File: config.mk
export PLATFORM = sky130hd
export DESIGN_NAME = fuse_key_seq
export DESIGN_NICKNAME = d
export VERILOG_FILES = /design/src/rtl/fks_pkg.sv /design/src/rtl/fks_row_filter.sv /design/src/rtl/fks_accum.sv /design/src/rtl/fks_ctrl.sv /design/src/rtl/fuse_key_seq.sv
export SDC_FILE = /design/constraint.sdc
export NUM_CORES = 1
export LEC_CHECK = 0
export ABC_AREA = 1
export BUFFER_PORTS_ARGS = -buffer_cell sky130_fd_sc_hd__buf_2
export CORE_MARGIN = 2
export CORE_UTILIZATION = 55
export CTS_BUF_LIST = sky130_fd_sc_hd__clkbuf_16
export DETAILED_ROUTE_END_ITERATION = 6
export GPL_TIMING_DRIVEN = 0
export PLACE_DENSITY = 0.79
export SETUP_SLACK_MARGIN = 0.3
export SLEW_MARGIN = 10
export SYNTH_ARGS = -nofsm -noshare
export SYNTH_HDL_FRONTEND = slang
export SYNTH_SLANG_ARGS = --single-unit
export TNS_END_PERCENT = 10
File: constraint.sdc
create_clock -name clk_i -period 6.6 [get_ports clk_i]
set_input_delay 1.98 -clock clk_i [delete_from_list [all_inputs] [get_ports clk_i]]
set_output_delay 1.98 -clock clk_i [all_outputs]
set_load 0.005 [all_outputs]
File: src/rtl/fks_pkg.sv
package fks_pkg;
  typedef enum logic [1:0] {
    ST_IDLE = 2'd0,
    ST_READ = 2'd1,
    ST_FIN  = 2'd2
  } fks_state_e;
endpackage

File: src/rtl/fks_row_filter.sv
module fks_row_filter #(
  parameter int FAIL_W = 9
) (
  input  logic              ecc_err_i,
  input  logic [FAIL_W-1:0] fail_i,
  output logic              good_o
);
  assign good_o = !ecc_err_i && (fail_i == '0);
endmodule

File: src/rtl/fks_accum.sv
module fks_accum #(
  parameter int WORD_W = 32
) (
  input  logic              clk_i,
  input  logic              rst_ni,
  input  logic              clr_i,
  input  logic              upd_i,
  input  logic [WORD_W-1:0] word_i,
  output logic              ok_o
);
  logic [WORD_W-1:0] or_q, and_q;

  always_ff @(posedge clk_i or negedge rst_ni) begin
    if (!rst_ni) begin
      or_q  <= '0;
      and_q <= '1;
    end else if (clr_i) begin
      or_q  <= '0;
      and_q <= '1;
    end else if (upd_i) begin
      or_q  <= or_q | word_i;
      and_q <= and_q & word_i;
    end
  end

  // blank or fully-set key is rejected
  assign ok_o = (or_q != '0) && (and_q != '1);
endmodule

File: src/rtl/fks_ctrl.sv
module fks_ctrl
  import fks_pkg::*;
#(
  parameter int ROW_W  = 10,
  parameter int WORD_W = 32,
  parameter int CNT_W  = 8
) (
  input  logic              clk_i,
  input  logic              rst_ni,
  input  logic              start_i,
  input  logic [ROW_W-1:0]  start_row_i,
  input  logic [ROW_W-1:0]  end_row_i,
  input  logic [CNT_W-1:0]  nwords_i,
  input  logic              rd_ack_i,
  input  logic              row_good_i,
  input  logic [WORD_W-1:0] rd_data_i,
  input  logic              acc_ok_i,
  output logic              launch_o,
  output logic              accept_o,
  output logic              rd_req_o,
  output logic [ROW_W-1:0]  rd_row_o,
  output logic              key_valid_o,
  output logic [WORD_W-1:0] key_word_o,
  output logic [CNT_W-1:0]  key_idx_o,
  output logic              busy_o,
  output logic              done_o,
  output logic              pass_o
);
  localparam int PTR_W = ROW_W + 1;

  fks_state_e        state_q;
  logic [PTR_W-1:0]  row_q;
  logic [ROW_W-1:0]  end_q;
  logic [CNT_W-1:0]  rem_q, idx_q;
  logic              bad_q;
  logic              kv_q;
  logic [WORD_W-1:0] kw_q;
  logic [CNT_W-1:0]  ki_q;

  logic [PTR_W-1:0]  row_inc;
  logic [CNT_W-1:0]  rem_nx;
  logic              stop_nx;
  logic              bad_cfg;

  assign launch_o = (state_q == ST_IDLE) && start_i;
  assign accept_o = (state_q == ST_READ) && rd_ack_i && row_good_i;
  assign bad_cfg  = (nwords_i == '0) || (start_row_i > end_row_i);
  assign row_inc  = row_q + 1'b1;
  assign rem_nx   = accept_o ? rem_q - 1'b1 : rem_q;
  assign stop_nx  = (rem_nx == '0) || (row_inc > {1'b0, end_q});

  always_ff @(posedge clk_i or negedge rst_ni) begin
    if (!rst_ni) begin
      state_q <= ST_IDLE;
      row_q   <= '0;
      end_q   <= '0;
      rem_q   <= '0;
      idx_q   <= '0;
      bad_q   <= 1'b0;
      kv_q    <= 1'b0;
      kw_q    <= '0;
      ki_q    <= '0;
    end else begin
      kv_q <= 1'b0;
      unique case (state_q)
        ST_IDLE: begin
          if (start_i) begin
            row_q   <= {1'b0, start_row_i};
            end_q   <= end_row_i;
            rem_q   <= nwords_i;
            idx_q   <= '0;
            bad_q   <= bad_cfg;
            state_q <= bad_cfg ? ST_FIN : ST_READ;
          end
        end
        ST_READ: begin
          if (rd_ack_i) begin
            row_q <= row_inc;
            rem_q <= rem_nx;
            if (row_good_i) begin
              kv_q  <= 1'b1;
              kw_q  <= rd_data_i;
              ki_q  <= idx_q;
              idx_q <= idx_q + 1'b1;
            end
            if (stop_nx) state_q <= ST_FIN;
          end
        end
        ST_FIN:  state_q <= ST_IDLE;
        default: state_q <= ST_IDLE;
      endcase
    end
  end

  assign rd_req_o    = (state_q == ST_READ);
  assign rd_row_o    = row_q[ROW_W-1:0];
  assign key_valid_o = kv_q;
  assign key_word_o  = kw_q;
  assign key_idx_o   = ki_q;
  assign busy_o      = (state_q != ST_IDLE);
  assign done_o      = (state_q == ST_FIN);
  // pointer past end row fails even when the key completed on the end row
  assign pass_o      = done_o && !bad_q && acc_ok_i && (row_q <= {1'b0, end_q});
endmodule

File: src/rtl/fuse_key_seq.sv
module fuse_key_seq #(
  parameter int ROW_W  = 10,
  parameter int WORD_W = 32,
  parameter int FAIL_W = 9,
  parameter int CNT_W  = 8
) (
  input  logic              clk_i,
  input  logic              rst_ni,
  input  logic              start_i,
  input  logic [ROW_W-1:0]  start_row_i,
  input  logic [ROW_W-1:0]  end_row_i,
  input  logic [CNT_W-1:0]  nwords_i,
  output logic              rd_req_o,
  output logic [ROW_W-1:0]  rd_row_o,
  input  logic              rd_ack_i,
  input  logic [WORD_W-1:0] rd_data_i,
  input  logic              rd_ecc_err_i,
  input  logic [FAIL_W-1:0] rd_fail_i,
  output logic              key_valid_o,
  output logic [WORD_W-1:0] key_word_o,
  output logic [CNT_W-1:0]  key_idx_o,
  output logic              busy_o,
  output logic              done_o,
  output logic              pass_o
);
  logic row_good, launch, accept, acc_ok;

  fks_row_filter #(.FAIL_W(FAIL_W)) filt_i (
    .ecc_err_i (rd_ecc_err_i),
    .fail_i    (rd_fail_i),
    .good_o    (row_good)
  );

  fks_accum #(.WORD_W(WORD_W)) acc_i (
    .clk_i  (clk_i),
    .rst_ni (rst_ni),
    .clr_i  (launch),
    .upd_i  (accept),
    .word_i (rd_data_i),
    .ok_o   (acc_ok)
  );

  fks_ctrl #(.ROW_W(ROW_W), .WORD_W(WORD_W), .CNT_W(CNT_W)) ctrl_i (
    .clk_i       (clk_i),
    .rst_ni      (rst_ni),
    .start_i     (start_i),
    .start_row_i (start_row_i),
    .end_row_i   (end_row_i),
    .nwords_i    (nwords_i),
    .rd_ack_i    (rd_ack_i),
    .row_good_i  (row_good),
    .rd_data_i   (rd_data_i),
    .acc_ok_i    (acc_ok),
    .launch_o    (launch),
    .accept_o    (accept),
    .rd_req_o    (rd_req_o),
    .rd_row_o    (rd_row_o),
    .key_valid_o (key_valid_o),
    .key_word_o  (key_word_o),
    .key_idx_o   (key_idx_o),
    .busy_o      (busy_o),
    .done_o      (done_o),
    .pass_o      (pass_o)
  );
endmodule

==> results.yml <==
sta:
  setup_viol: 0
  finalCritPeriodShare_pct: 68.31
  rsz0062_at_grt: "false"
  hold_slack_ps: 471.9
  period_needed_ps: 4508
  final_max_slew_viol_count: 0
  tns_ps: 0
  fin_skew_ps: 8.442
  max_freq_mhz: 221.8
  max_slew_margin_pct: 64.27
  report.final.hold_viol_count: 0
  max_slew.worst_pin.slew_ps: 534.2
critical_path:
  r2r_end: "ctrl_i.state_q[1]"
  worstSetupPathType: "reg -> out"
  path_depth: 7
  r2r_slack_ps: 3870
  cpMostUsedCell: "inv_1"
  required_ps: 4620
  cp_max_fo: 8
  cp-end-kind: "primary output"
  reg2reg_depth: 14
  path_buf_inv: 3
  cp-endpoint: "pass_o"
  cp.arrival_ps: 2530
  cp-startpoint: "ctrl_i.row_q[0]"
  start_kind: "flip-flop"
  critical_path.top_delay_family: "simple AND/OR/NAND/NOR gates"
  r2r_start: "ctrl_i.row_q[2]"
  cp_cell_sequence: "inv_1 > ha_1 > inv_1 > nor4_1 > or3b_2 > a21oi_1 > buf_2"
  cpPeakStageDelay_ps: 540
  slowest_stage: "dfrtp_1"
final_layout:
  nets: 1098
  num-fill-cells: 1064
  final_cells: 1176
  area_delta_synth_final_pct: 21.03
  fin_area_um2: 8574
  drive_gt1_share_pct: 21.91
  num_antenna_cells: 0
synthesis:
  synthesis.nets: 950
  ys_types: 40
  async_reset_ff_share_pct: 100.0
  yosysSeqAreaShare_pct: 51.78
  ys_ff_latch: 145
  syn-mean-instance-area_um2: 8.404
  synth_top_cell_area_share_pct: 39.92
  syn_inst: 843
  synth_edf_count: 0
  yosysTopAreaCell: "dfrtp_1"
  synth_flop_cell: "dfrtp_1"
  synth_area_leaders: "dfrtp_1 (40%), nand2_1 (13%), dfstp_2 (12%)"
  synth_area_um2: 7084
  yosysWarnings: 0
global_routing:
  grt_start_max_net_pins: 109
  grt_remaining_overflow: 0
  grt_pass1_vias: 5915
  grt_pass1_wl_um: 28330
  track_usage_pct: 25.53
  antenna_found_initial: 0
routing:
  firstDrtPassIters: 5
  via_per_inst: 5.219
  drt_drc_violations_left: 0
  vias: 6137
  drt-initial-drc-count: 497
  postRouteAntennaNets: 0
  wl_per_cell_um: 14.37
  wirelength_um: 16900
placed_design:
  port_buffers: 128
  dpl_cell_area_um2: 7978
  placed_cells: 1144
  dp_hpwl_um: 12390
  gp_congestion: 0.8666
worst_hold_path:
  hold_path.class: "reg -> reg"
clocking:
  cts_max_level: 4
  numCtsBuffers: 17
  postCtsSetupBuffers: 0
  clkTransAtPathRegs_ps: 60
  cts.sinks: 145
  cts_resized: 0
  cts_root_buffer: "clkbuf_16"
  ctsHoldBuffers: 0
  insertion_delay_ps: 420
  tritoncts: "done"
  cts_buffer_depth: 2
floorplan:
  coreArea_um2: 12620
  io_pins: 129
  dieHeight_um: 117.5
  row_count: 41
  dieArea_um2: 13800
  die_w_um: 117.5
  initial_core_util_pct: 56.14
power_and_ir_drop:
  ir_worst_vdd_uv: 208.8
  p_leak_nw: 4.529
  total_power_mw: 3.075
  p_per_area_nw_per_um2: 358.7
outcome:
  outcome: "finished clean"
run:
  drv_cap: 0
layout make-up:
type                    count  area, um2  share of cell area [%]
repair buffers            129      678.2                   7.909
flip-flops and latches    145       3669                   42.78
well taps                 172      215.2                   2.510
clock inverters            15      171.4                   1.999
plain buffers              38      195.2                   2.276
clock buffers              17      425.4                   4.961
inverters                 100      376.6                   4.392
multi-input cells         560       2844                   33.17
cell usage after synthesis (all sizes together), types with 2 or more instances:
cell / n
nand2: 244
dfrtp: 113
inv: 98
o21ai: 81
nor2: 58
a21oi: 48
ha: 33
dfstp: 32
buf: 21
nand3: 21
nand4: 19
clkbuf: 17
o22ai: 13
nor3: 11
xor2: 10
nor4: 7
a21o: 2
a31oi: 2
clkinv: 2
nand3b: 2
or4: 2
worst min-delay path, delay by kind of cell (launching register included):
family	cells	cell delay (ps)
AND/OR/NAND/NOR	2	100
flip-flops	1	340
layout by cell type (no fill, tap or decap), types with 2 or more instances in the layout:
cell type | synthesis | layout
a21o_1 | 2 | 2
ha_1 | 33 | 33
clkbuf_16 | 0 | 17
dfstp_2 | 32 | 32
xor2_1 | 10 | 10
buf_2 | 6 | 133
a21oi_1 | 48 | 48
o22ai_1 | 13 | 13
dfrtp_1 | 113 | 113
nor2_1 | 56 | 56
nand4_1 | 19 | 19
clkinv_4 | 0 | 4
clkinv_2 | 1 | 4
nand3_1 | 20 | 20
bufinv_16 | 0 | 3
buf_1 | 4 | 4
clkinv_1 | 1 | 2
inv_1 | 96 | 98
inv_2 | 2 | 2
a31oi_1 | 2 | 2
nand3b_1 | 2 | 2
nand2_1 | 243 | 243
or4_1 | 2 | 2
o21ai_1 | 2 | 2
nor4_1 | 7 | 7
nor3_1 | 8 | 8
buf_4 | 10 | 10
clkbuf_1 | 17 | 17
o21ai_0 | 79 | 79
nor3_2 | 2 | 2
per-layer routing:
metal	wire [um]	share of wire [%]	track usage (%)
met5	0	0	0
met4	394	2.3	9.864
met3	873	5.2	4.748
met2	7995	47	40.83
met1	7632	45	34.87
report_power, final:
part           switching, mW  total, mW  internal [mW]
Sequential             0.102       1.09          0.992
Combinational          0.633       1.02          0.384
Clock                  0.370      0.964          0.594
flip-flops by register name (all words and copies together) (netlist names):
register	cells
ctrl_i.state_q	2
ctrl_i.bad_q	1
ctrl_i.key_word_o	32
ctrl_i.key_idx_o	8
ctrl_i.key_valid_o	1
ctrl_i.rem_q	8
ctrl_i.end_q	10
ctrl_i.row_q	11
ctrl_i.idx_q	8
acc_i.or_q	32
acc_i.and_q	32
through the flow:
step                util, %  worst slack (ps)
floorplan                 -              2995
global placement      62.92              1523
detailed placement    63.22              2603
CTS                   67.95              2117
global route          67.95              2041
finish                67.95              2092
kinds of logic after synthesis:
family / count (synthesis) / synth area share, %
XOR/XNOR: 10 / 1.236
flip-flops: 145 / 51.78
adder cells (fa/ha/maj): 33 / 5.828
AND/OR/NAND/NOR: 367 / 21.94
AO/OA/AOI/OAI: 150 / 11.14
buffers and inverters: 138 / 8.071
worst min-delay path by stage:
stage	start	endpoint	slack (ps)	cells past startpoint
floorplan	ctrl_i.idx_q[6]	ctrl_i.idx_q[6]	450	2
global placement	ctrl_i.key_word_o[14]	ctrl_i.key_word_o[14]	460	2
detailed placement	ctrl_i.key_word_o[17]	ctrl_i.key_word_o[17]	460	2
CTS	acc_i.and_q[2]	acc_i.and_q[2]	480	2
global route	acc_i.and_q[8]	acc_i.and_q[8]	500	2
finish	ctrl_i.key_word_o[14]	ctrl_i.key_word_o[14]	470	2
Note: power is estimated with default switching activity, not from simulation.
